[config.mk]
export PLATFORM = sky130hd
export DESIGN_NAME = rxfe_sfd_front
export DESIGN_NICKNAME = d
export VERILOG_FILES = /design/src/rtl/rxfe_pkg.sv /design/src/rtl/rxfe_cfg_hold.sv /design/src/rtl/rxfe_reorder_stage.sv /design/src/rtl/rxfe_sfd_hunt.sv /design/src/rtl/rxfe_sfd_front.sv
export SDC_FILE = /design/constraint.sdc
export NUM_CORES = 1
export LEC_CHECK = 0
export ABC_CLOCK_PERIOD_IN_PS = 1170
export BUFFER_PORTS_ARGS = -buffer_cell sky130_fd_sc_hd__clkbuf_2
export CORE_MARGIN = 1
export CORE_UTILIZATION = 30
export CTS_BUF_LIST = sky130_fd_sc_hd__clkbuf_4
export DETAILED_ROUTE_END_ITERATION = 12
export GPL_ROUTABILITY_DRIVEN = 0
export HOLD_SLACK_MARGIN = 0.08
export PLACE_DENSITY = 0.56
export SYNTH_ARGS = -nofsm -noshare
export SYNTH_HDL_FRONTEND = slang
export SYNTH_SLANG_ARGS = --single-unit
[constraint.sdc]
create_clock -name clk -period 1.17 [get_ports clk]
set_input_delay 0.2925 -clock clk [delete_from_list [all_inputs] [get_ports clk]]
set_output_delay 0.2925 -clock clk [all_outputs]
set_load 0.05 [all_outputs]
[src/rtl/rxfe_pkg.sv]
// Shared types for the receive front end: reorder codes and hunter states.
package rxfe_pkg;

    // Byte reorder selection; the encoding matches the cfg_order port.
    typedef enum logic [1:0] {
        ORD_PASS    = 2'b00,
        ORD_BITREV  = 2'b01,
        ORD_NIBSWAP = 2'b10,
        ORD_NIBREV  = 2'b11
    } rxfe_order_e;

    // Hunter states: looking for the delimiter, or forwarding payload.
    typedef enum logic {
        ST_HUNT = 1'b0,
        ST_FWD  = 1'b1
    } rxfe_state_e;

endpackage

[src/rtl/rxfe_cfg_hold.sv]
// Configuration holder.
// Copies the order code and delimiter select from the inputs on every cycle
// in which no frame is active, and freezes them while a frame is active.
// Assumes frame-active is low for at least one clock between frames.
module rxfe_cfg_hold
    import rxfe_pkg::*;
(
    input  logic        clk,
    input  logic        rst_n,
    input  logic        frame_in,
    input  logic [1:0]  order_in,
    input  logic        alt_in,
    output rxfe_order_e order_q,
    output logic        alt_q
);

    // Sample the controls only outside a frame.
    always_ff @(posedge clk) begin
        if (!rst_n) begin
            order_q <= ORD_PASS;
            alt_q   <= 1'b0;
        end else if (!frame_in) begin
            order_q <= rxfe_order_e'(order_in);
            alt_q   <= alt_in;
        end
    end

    // the latched configuration cannot move while a frame is active.
    assert_cfg_frozen_R11: assert property (@(posedge clk) disable iff (!rst_n)
        frame_in |=> ($stable(order_q) && $stable(alt_q)));

endmodule

[src/rtl/rxfe_reorder_stage.sv]
// Reorder stage.
// Builds the four bit arrangements of the incoming byte, selects one by the
// latched order code, and registers the result with a qualified strobe and
// a delayed copy of frame-active. Assumes BYTE_W is even.
module rxfe_reorder_stage
    import rxfe_pkg::*;
#(
    parameter int BYTE_W = 8
) (
    input  logic              clk,
    input  logic              rst_n,
    input  rxfe_order_e       order,
    input  logic [BYTE_W-1:0] din,
    input  logic              din_valid,
    input  logic              din_frame,
    output logic [BYTE_W-1:0] dout,
    output logic              dout_valid,
    output logic              dout_frame
);

    localparam int NIB_W = BYTE_W / 2;

    logic [BYTE_W-1:0] map_rev;
    logic [BYTE_W-1:0] map_swap;
    logic [BYTE_W-1:0] map_nrev;
    logic [BYTE_W-1:0] mapped;
    logic              take;

    // One wiring slice per output bit for each arrangement.
    for (genvar i = 0; i < BYTE_W; i++) begin : g_bit
        assign map_rev[i]  = din[BYTE_W-1-i];
        assign map_swap[i] = din[(i + NIB_W) % BYTE_W];
        assign map_nrev[i] = din[(i / NIB_W) * NIB_W + (NIB_W - 1 - (i % NIB_W))];
    end

    // Select the arrangement named by the order code.
    always_comb begin
        unique case (order)
            ORD_PASS:    mapped = din;
            ORD_BITREV:  mapped = map_rev;
            ORD_NIBSWAP: mapped = map_swap;
            ORD_NIBREV:  mapped = map_nrev;
            default:     mapped = din;
        endcase
    end

    assign take = din_valid && din_frame;

    // Register the reordered byte; strobes outside a frame are dropped.
    always_ff @(posedge clk) begin
        if (!rst_n) begin
            dout       <= '0;
            dout_valid <= 1'b0;
            dout_frame <= 1'b0;
        end else begin
            dout_valid <= take;
            dout_frame <= din_frame;
            if (take) begin
                dout <= mapped;
            end
        end
    end

    // an idle or out-of-frame strobe never yields a staged byte.
    assert_no_stray_byte_R12: assert property (@(posedge clk) disable iff (!rst_n)
        !(din_valid && din_frame) |=> !dout_valid);

    // a staged byte always belongs to an active frame.
    assert_staged_in_frame_R10: assert property (@(posedge clk) disable iff (!rst_n)
        dout_valid |-> dout_frame);

endmodule

[src/rtl/rxfe_sfd_hunt.sv]
// Delimiter hunter.
// Compares staged bytes with the selected delimiter. On the first match it
// pulses the start output and switches to forwarding, passing each later
// byte out as payload. It returns to hunting once the staged frame-active
// copy is low. Assumes staged strobes occur only inside a frame.
module rxfe_sfd_hunt
    import rxfe_pkg::*;
#(
    parameter int              BYTE_W  = 8,
    parameter logic [BYTE_W-1:0] SFD_PRI = 8'hD5
) (
    input  logic              clk,
    input  logic              rst_n,
    input  logic              alt_sel,
    input  logic [BYTE_W-1:0] byte_in,
    input  logic              byte_valid,
    input  logic              byte_frame,
    output logic              sof,
    output logic [BYTE_W-1:0] pay_data,
    output logic              pay_valid
);

    localparam int                NIB_W   = BYTE_W / 2;
    localparam logic [BYTE_W-1:0] SFD_ALT = {SFD_PRI[NIB_W-1:0], SFD_PRI[BYTE_W-1:NIB_W]};

    rxfe_state_e       state_q;
    logic [BYTE_W-1:0] target;
    logic              hit;

    // Pick the delimiter value for the current frame.
    always_comb begin
        target = alt_sel ? SFD_ALT : SFD_PRI;
        hit    = byte_valid && (byte_in == target);
    end

    // Hunt/forward sequencing with registered pulse and payload outputs.
    always_ff @(posedge clk) begin
        if (!rst_n) begin
            state_q   <= ST_HUNT;
            sof       <= 1'b0;
            pay_data  <= '0;
            pay_valid <= 1'b0;
        end else begin
            sof       <= 1'b0;
            pay_valid <= 1'b0;
            unique case (state_q)
                ST_HUNT: begin
                    if (hit) begin
                        sof     <= 1'b1;
                        state_q <= ST_FWD;
                    end
                end
                ST_FWD: begin
                    if (byte_valid) begin
                        pay_valid <= 1'b1;
                        pay_data  <= byte_in;
                    end
                    if (!byte_frame) begin
                        state_q <= ST_HUNT;
                    end
                end
                default: state_q <= ST_HUNT;
            endcase
        end
    end

    // the start indication lasts one cycle.
    assert_sof_one_cycle_R7: assert property (@(posedge clk) disable iff (!rst_n)
        sof |=> !sof);

    // no second start indication while forwarding the same frame.
    assert_single_sof_R8: assert property (@(posedge clk) disable iff (!rst_n)
        (state_q == ST_FWD) |=> !sof);

    // payload is only emitted after a delimiter was found.
    assert_pay_after_sfd_R9: assert property (@(posedge clk) disable iff (!rst_n)
        pay_valid |-> (state_q == ST_FWD));

    // a frame end re-arms the search.
    assert_rearm_R10: assert property (@(posedge clk) disable iff (!rst_n)
        !byte_frame |=> (state_q == ST_HUNT));

endmodule

[src/rtl/rxfe_sfd_front.sv]
// Receive front end top.
// Chains the configuration holder, the reorder stage and the delimiter
// hunter. Output latency is two clocks from an accepted byte.
// Assumes frame-active is low for at least one clock between frames.
module rxfe_sfd_front
    import rxfe_pkg::*;
#(
    parameter int                BYTE_W  = 8,
    parameter logic [BYTE_W-1:0] SFD_PRI = 8'hD5
) (
    input  logic              clk,
    input  logic              rst_n,
    input  logic [BYTE_W-1:0] rx_data,
    input  logic              rx_valid,
    input  logic              rx_frame,
    input  logic [1:0]        cfg_order,
    input  logic              cfg_sfd_alt,
    output logic              sof_pulse,
    output logic [BYTE_W-1:0] pay_data,
    output logic              pay_valid
);

    rxfe_order_e       order_q;
    logic              alt_q;
    logic [BYTE_W-1:0] stg_byte;
    logic              stg_valid;
    logic              stg_frame;

    rxfe_cfg_hold u_cfg (
        .clk      (clk),
        .rst_n    (rst_n),
        .frame_in (rx_frame),
        .order_in (cfg_order),
        .alt_in   (cfg_sfd_alt),
        .order_q  (order_q),
        .alt_q    (alt_q)
    );

    rxfe_reorder_stage #(
        .BYTE_W (BYTE_W)
    ) u_reorder (
        .clk        (clk),
        .rst_n      (rst_n),
        .order      (order_q),
        .din        (rx_data),
        .din_valid  (rx_valid),
        .din_frame  (rx_frame),
        .dout       (stg_byte),
        .dout_valid (stg_valid),
        .dout_frame (stg_frame)
    );

    rxfe_sfd_hunt #(
        .BYTE_W  (BYTE_W),
        .SFD_PRI (SFD_PRI)
    ) u_hunt (
        .clk        (clk),
        .rst_n      (rst_n),
        .alt_sel    (alt_q),
        .byte_in    (stg_byte),
        .byte_valid (stg_valid),
        .byte_frame (stg_frame),
        .sof        (sof_pulse),
        .pay_data   (pay_data),
        .pay_valid  (pay_valid)
    );

    // outputs stay quiet in the cycle right after reset.
    assert_quiet_after_reset_R1: assert property (@(posedge clk)
        !rst_n |=> (!sof_pulse && !pay_valid));

endmodule

==> impl_results.md, run 1 <==
- Status: completed
- R2R depth: 4
- Yosys top cell by area: dfxtp_1
- Worst IR drop on VDD: 0.0006589 V
- WHS Path Cells: 3
- Core Rows: 20
- CTS Hold Bufs: 0
- Final Max Slew Viols: 0
- Internal: 1.084 mW
- Max frequency: 0.8828 GHz
- CTS buffer count: 3
- Antenna-violating nets left: 0
- CP peak stage delay: 0.39 ns
- PwrDens: 1011 nW/µm²
- Setup_tns: 0 ns
- Worst Path Buf+Inv: 1
- Final Skew: 0.005329 ns
- Worst-skew pair later-pin latency: 0.30 ns
- Largest net degree at the start of global routing: 15
- H-tree Lvls: 1
- Worst path arrival time: 1.34 ns
- Commonest non-fill, non-tap cells in the layout: 15 x dfxtp_1, 14 x clkbuf_2, 11 x mux2i_1
- Switching power: 336.2 µW
- Maximum fanout along the worst path: 5
- RSZ-0062 raised after global routing: yes
- Final setup vio count: 0
- Top Ports: 25
- Via count: 788
- DIE HEIGHT: 59.80 µm
- Area contributors post-synth: dfxtp_1 48%, mux2i_1 19%, a22o_1 7.0%
- Die Width: 59.80 µm
- Period utilization: 96.82%
- Clk buf depth: 2
- Layout cells sized above 1: 42.06%
- Total GRT Usage: 11.12%
- Final net count: 142
- Fraction of power spent switching nets: 23.68%
- Commonest non-fill, non-tap cell in the layout: dfxtp_1
- Syn Area/Cell: 10.12 µm²
- Hold Path Class: input port to register
- Crit end category: register
- Iteration-0 DRC count of the detailed router: 26
- CP max stage cell: dfxtp_4
- Post-Route WL: 1872 µm
- Sequential share of the synthesized area: 47.94%
- R2r setup slk: 0.04 ns
- Clock Tree Root: clkbuf_4
- Syn nets: 114
- Max-Cap Viols: 0
- CP delay by family, top: flip-flops
- Flop pwr share: 60.9%
- Slew @ Worst Pin: 0.3510 ns
- CTS tree: done
- Grt ovf: 0
- DIE AREA: 3576 µm²
- Vias in the first global route: 718
- First-pass GRT wire length: 3070 µm
- Clk slew on worst S/H paths: 0.11 ns
- Initial antenna violation count: 0
- WS Path Type: register to register
- Hold slack: 0.2192 ns
- Final Hold Viols: 0
- Via/cell ratio: 4.635
- Diode count: 0
- Levels on crit path: 4
- Combinational share of power: 14.6%
- Clock Power Share: 24.5%
- Critical path startpoint category: register
- Worst endpoint required time: 1.38 ns
- CP Cell Sequence: buf_12, mux2i_4, mux2i_1, a22o_1
- Core region area: 3103 µm²
- LEAKAGE: 0.5499 nW
- Cell Area, Synth: 1002 µm²
- DR DRC count: 0
- Synth top area share: 47.94%
- Starting Density: 32.30%
- Max-slew headroom: 76.60%
- Area delta synth->final: 40.08%
- Crit path time final: 1.133 ns
- Syn Inst Count: 99
- DR WL/cell: 11.01 µm
- HPWL after detailed placement: 1451 µm
- Clock sink count: 24
- DR pass1 iterations: 4
- #FFs+latches synth: 24
- Synth unique cells: 20
- Synth warnings: 0
- Input/output buffers: 24
==> synthesized netlist by cell type <==
cell type  count
buf_6          1
nor2_1         5
nand2_2        1
dfxtp_1       24
and3b_1        1
o211ai_1       1
inv_1          1
and2_1         1
mux2i_1       19
a21oi_2        1
and4bb_2       1
and4b_1        1
nor3b_1        1
a22o_1         8
and3_1         1
nand3_1        8
buf_4          2
nand2_1        9
buf_2          4
a21oi_1        9
==> worst register-to-register path, cell delays in order (launching register included) <==
cell	delay [ns]
dfxtp_4	0.39
buf_12	0.14
mux2i_4	0.23
mux2i_1	0.09
a22o_1	0.19
==> sequential cells by signal (all words and copies together), names as in the netlist <==
signal,flops
u_hunt.pay_valid,1
u_cfg.order_q,2
u_reorder.dout_valid,1
u_hunt.state_q,1
u_cfg.alt_q,1
u_reorder.dout_frame,1
u_hunt.sof,1
u_reorder.dout,8
u_hunt.pay_data,8
==> what timing repair did <==
item,4_1_cts,5_1_grt
endpoints found under the setup margin,11,17
pin swaps,0,6
setup buffers,0,0
cloned,0,1
gates resized for setup,20,24
==> power by group through the flow <==
stage	registers (mW)	clock network (mW)	logic (mW)
6_report	0.864	0.348	0.207
3_3_place_gp	0.882	0	0.159
4_1_cts	0.864	0.371	0.166
5_1_grt	0.868	0.396	0.228
3_5_place_dp	0.882	0	0.163
2_1_floorplan	0.872	0	0.112
==> final cells by class <==
class,instances,area [µm²]
clock buffers,3,22.52
repair buffers,30,287.8
fillers,314,1699
inverters,1,3.754
well taps,44,55.05
flip-flops and latches,24,494.2
clock inverters,1,3.754
multi-input cells,67,536.8
==> worst paths after layout <==
| kind | startpoint | endpoint |
|---|---|---|
| setup / recovery | u_cfg.order_q[0] | u_reorder.dout[4] |
| hold / removal | cfg_order[1] | u_cfg.order_q[1] |
| setup reg to reg | u_cfg.order_q[0] | u_reorder.dout[4] |
| hold reg to reg | u_reorder.dout_frame | u_hunt.state_q |
==> through the flow <==
step	util (%)	std cells	cell area (µm²)	total power, mW	setup slack (ns)
after global placement	38.47	165	1194	1.041	0.05927
final	45.24	170	1404	1.420	0.03719
after global routing	45.24	170	1404	1.492	-0.02048
after detailed placement	38.47	165	1194	1.046	0.007200
after floorplan	-	99	1002	0.9847	0.1301
after CTS	41.90	169	1300	1.401	0.00007322
==> per-layer routing <==
metal / routed length [µm] / GRT usage, % / vias to the layer above
li1: - / - / 410
met1: 838 / 13.76 / 354
met2: 925 / 19.21 / 24
met3: 108 / 3.896 / 0
met4: 0 / 0.9967 / 0
met5: 0 / 0 / -
==> cells by family (layout without fill, tap and decap cells) <==
kind of cell | Yosys count | in the layout | share of synthesized area (%)
muxes | 19 | 19 | 18.98
DFF | 24 | 24 | 47.94
and+or+nand+nor | 29 | 29 | 14.98
AOI/OAI and AO/OA | 19 | 19 | 13.11
buffers and inverters | 8 | 35 | 4.993
Note: power is estimated with default switching activity, not from simulation.
==> run 2: changes to the inputs <==
--- a/config.mk
+++ b/config.mk
@@ -8,12 +8,12 @@
 export ABC_CLOCK_PERIOD_IN_PS = 1170
 export BUFFER_PORTS_ARGS = -buffer_cell sky130_fd_sc_hd__clkbuf_2
 export CORE_MARGIN = 1
-export CORE_UTILIZATION = 30
-export CTS_BUF_LIST = sky130_fd_sc_hd__clkbuf_4
+export CORE_UTILIZATION = 29
+export CTS_BUF_LIST = sky130_fd_sc_hd__clkbuf_8
 export DETAILED_ROUTE_END_ITERATION = 12
 export GPL_ROUTABILITY_DRIVEN = 0
 export HOLD_SLACK_MARGIN = 0.08
-export PLACE_DENSITY = 0.56
+export PLACE_DENSITY = 0.55
 export SYNTH_ARGS = -nofsm -noshare
 export SYNTH_HDL_FRONTEND = slang
 export SYNTH_SLANG_ARGS = --single-unit
==> run 2 against run 1 <==
Register-to-register slack worse by 0.02 ns. Count of clock-buffer cells in the layout unchanged. Die area grew 3.3%. Final area fell by 2.1%. Sequential share of layout area is essentially flat. Critical path type unchanged.
==> impl_results.md, run 2 (synthesis results as in run 1) <==
- Final std cells w/o fill: 170
- Worst IR drop on VDD: 0.0006845 V
- DR DRC count: 0
- Final Max Slew Viols: 0
- Clock sink count: 24
- Initial antenna violation count: 0
- Critical path startpoint category: register
- H-tree Lvls: 1
- Clock Tree Root: clkbuf_8
- Top Ports: 25
- Via count: 809
- CP Cell Sequence: clkbuf_16, mux2i_2, mux2i_1, a22o_1
- Via/cell ratio: 4.759
- Die Width: 60.79 µm
- Hold slack: 0.2528 ns
- CP max stage cell: dfxtp_4
- Setup_tns: 0 ns
- DR WL/cell: 11.12 µm
- Period utilization: 98.75%
- Core region area: 3153 µm²
- Max-slew headroom: 76.37%
- DP Cell Count: 165
- Area delta synth->final: 37.20%
- Antenna-violating nets left: 0
- Slew @ Worst Pin: 0.3545 ns
- Status: completed
- Worst Path Buf+Inv: 1
- Max frequency: 0.8655 GHz
- Vias in the first global route: 688
- Starting Density: 31.79%
- Final setup vio count: 0
- Total GRT Usage: 10.88%
- Maximum fanout along the worst path: 4
- FILL cells: 320
- CTS Hold Bufs: 0
- Max-Cap Viols: 0
- Post-Route WL: 1890 µm
- Final Skew: 0.002957 ns
- Crit end category: register
- LEAKAGE: 0.5513 nW
- Worst path arrival time: 1.32 ns
- Commonest non-fill, non-tap cells in the layout: 23 x dfxtp_1, 14 x clkbuf_2, 12 x mux2i_1
- Power Total: 1.785 mW
- WS Path Type: register to register
- First-pass GRT wire length: 2960 µm
- CP peak stage delay: 0.38 ns
- Registers with the most flip-flops: u_hunt.pay_data (8), u_reorder.dout (8), u_cfg.order_q (2)
- CP delay by family, top: flip-flops
- Grt ovf: 0
- Largest net degree at the start of global routing: 15
- DIE AREA: 3695 µm²
- Commonest non-fill, non-tap cell in the layout: dfxtp_1
- Iteration-0 DRC count of the detailed router: 19
- CTS buffer count: 3
- Worst-skew pair later-pin latency: 0.26 ns
- DIE HEIGHT: 60.79 µm
- Final net count: 142
- Worst endpoint required time: 1.34 ns
- DR pass1 iterations: 4
- HPWL after detailed placement: 1426 µm
- Input/output buffers: 24
- Diode count: 0
- Final Hold Viols: 0
- Hold Path Class: input port to register
- Core Rows: 20
- PwrDens: 1298 nW/µm²
- Crit path time final: 1.155 ns
- Layout cells sized above 1: 35.71%
- Clk slew on worst S/H paths: 0.08 ns
- CTS tree: done
- Clk buf depth: 2
## run 2: power by group
group	switching (mW)	total [mW]	leakage, nW	internal, mW
sequential	0.0218	0.863	0.196	0.841
clock	0.259	0.716	0.0357	0.457
combinational	0.0897	0.206	0.320	0.116
total	0.370	1.78	0.551	1.41
## run 2: through the flow
stage	util, %	area [µm²]	setup slack [ns]
final	43.61	1375	0.01464
after CTS	40.67	1282	0.001112
after global routing	43.61	1375	-0.04093
after floorplan	-	1002	0.1301
after global placement	37.86	1194	0.05725
after detailed placement	37.86	1194	0.02947
## run 2: worst paths after layout
path                             start                 to  slack, ns  cells after the start
setup / recovery      u_cfg.order_q[0]  u_reorder.dout[0]       0.01                      4
setup reg to reg      u_cfg.order_q[0]  u_reorder.dout[0]       0.01                      4
hold reg to reg   u_reorder.dout_frame     u_hunt.state_q       0.45                      2
hold / removal            cfg_order[0]   u_cfg.order_q[0]       0.25                      3
## run 2: routing by layer
metal	vias to the layer above	track usage [%]	wire length (µm)
met2	24	16.64	858
met4	0	2.922	9
li1	409	-	-
met3	2	3.838	82
met5	-	0	0
met1	374	14.60	940
## run 2: cell type report
class,instances,area [µm²],share of cell area [%]
flip-flops and latches,24,484.2,35.21
repair buffers,30,227.7,16.56
inverters,1,3.754,0.2730
clock buffers,3,41.29,3.003
well taps,44,55.05,4.004
multi-input cells,67,533.0,38.76
clock inverters,1,30.03,2.184
## run 2: what timing repair did
action	CTS	global route
buffers inserted	0	0
pin swaps	0	5
gates resized for setup	7	22
setup endpoints to repair	7	15
gates cloned	0	1
## run 2: worst min-delay path: stages
cell,delay (ns)
clkbuf_2,0.07
mux2i_1,0.05
nor2_1,0.07
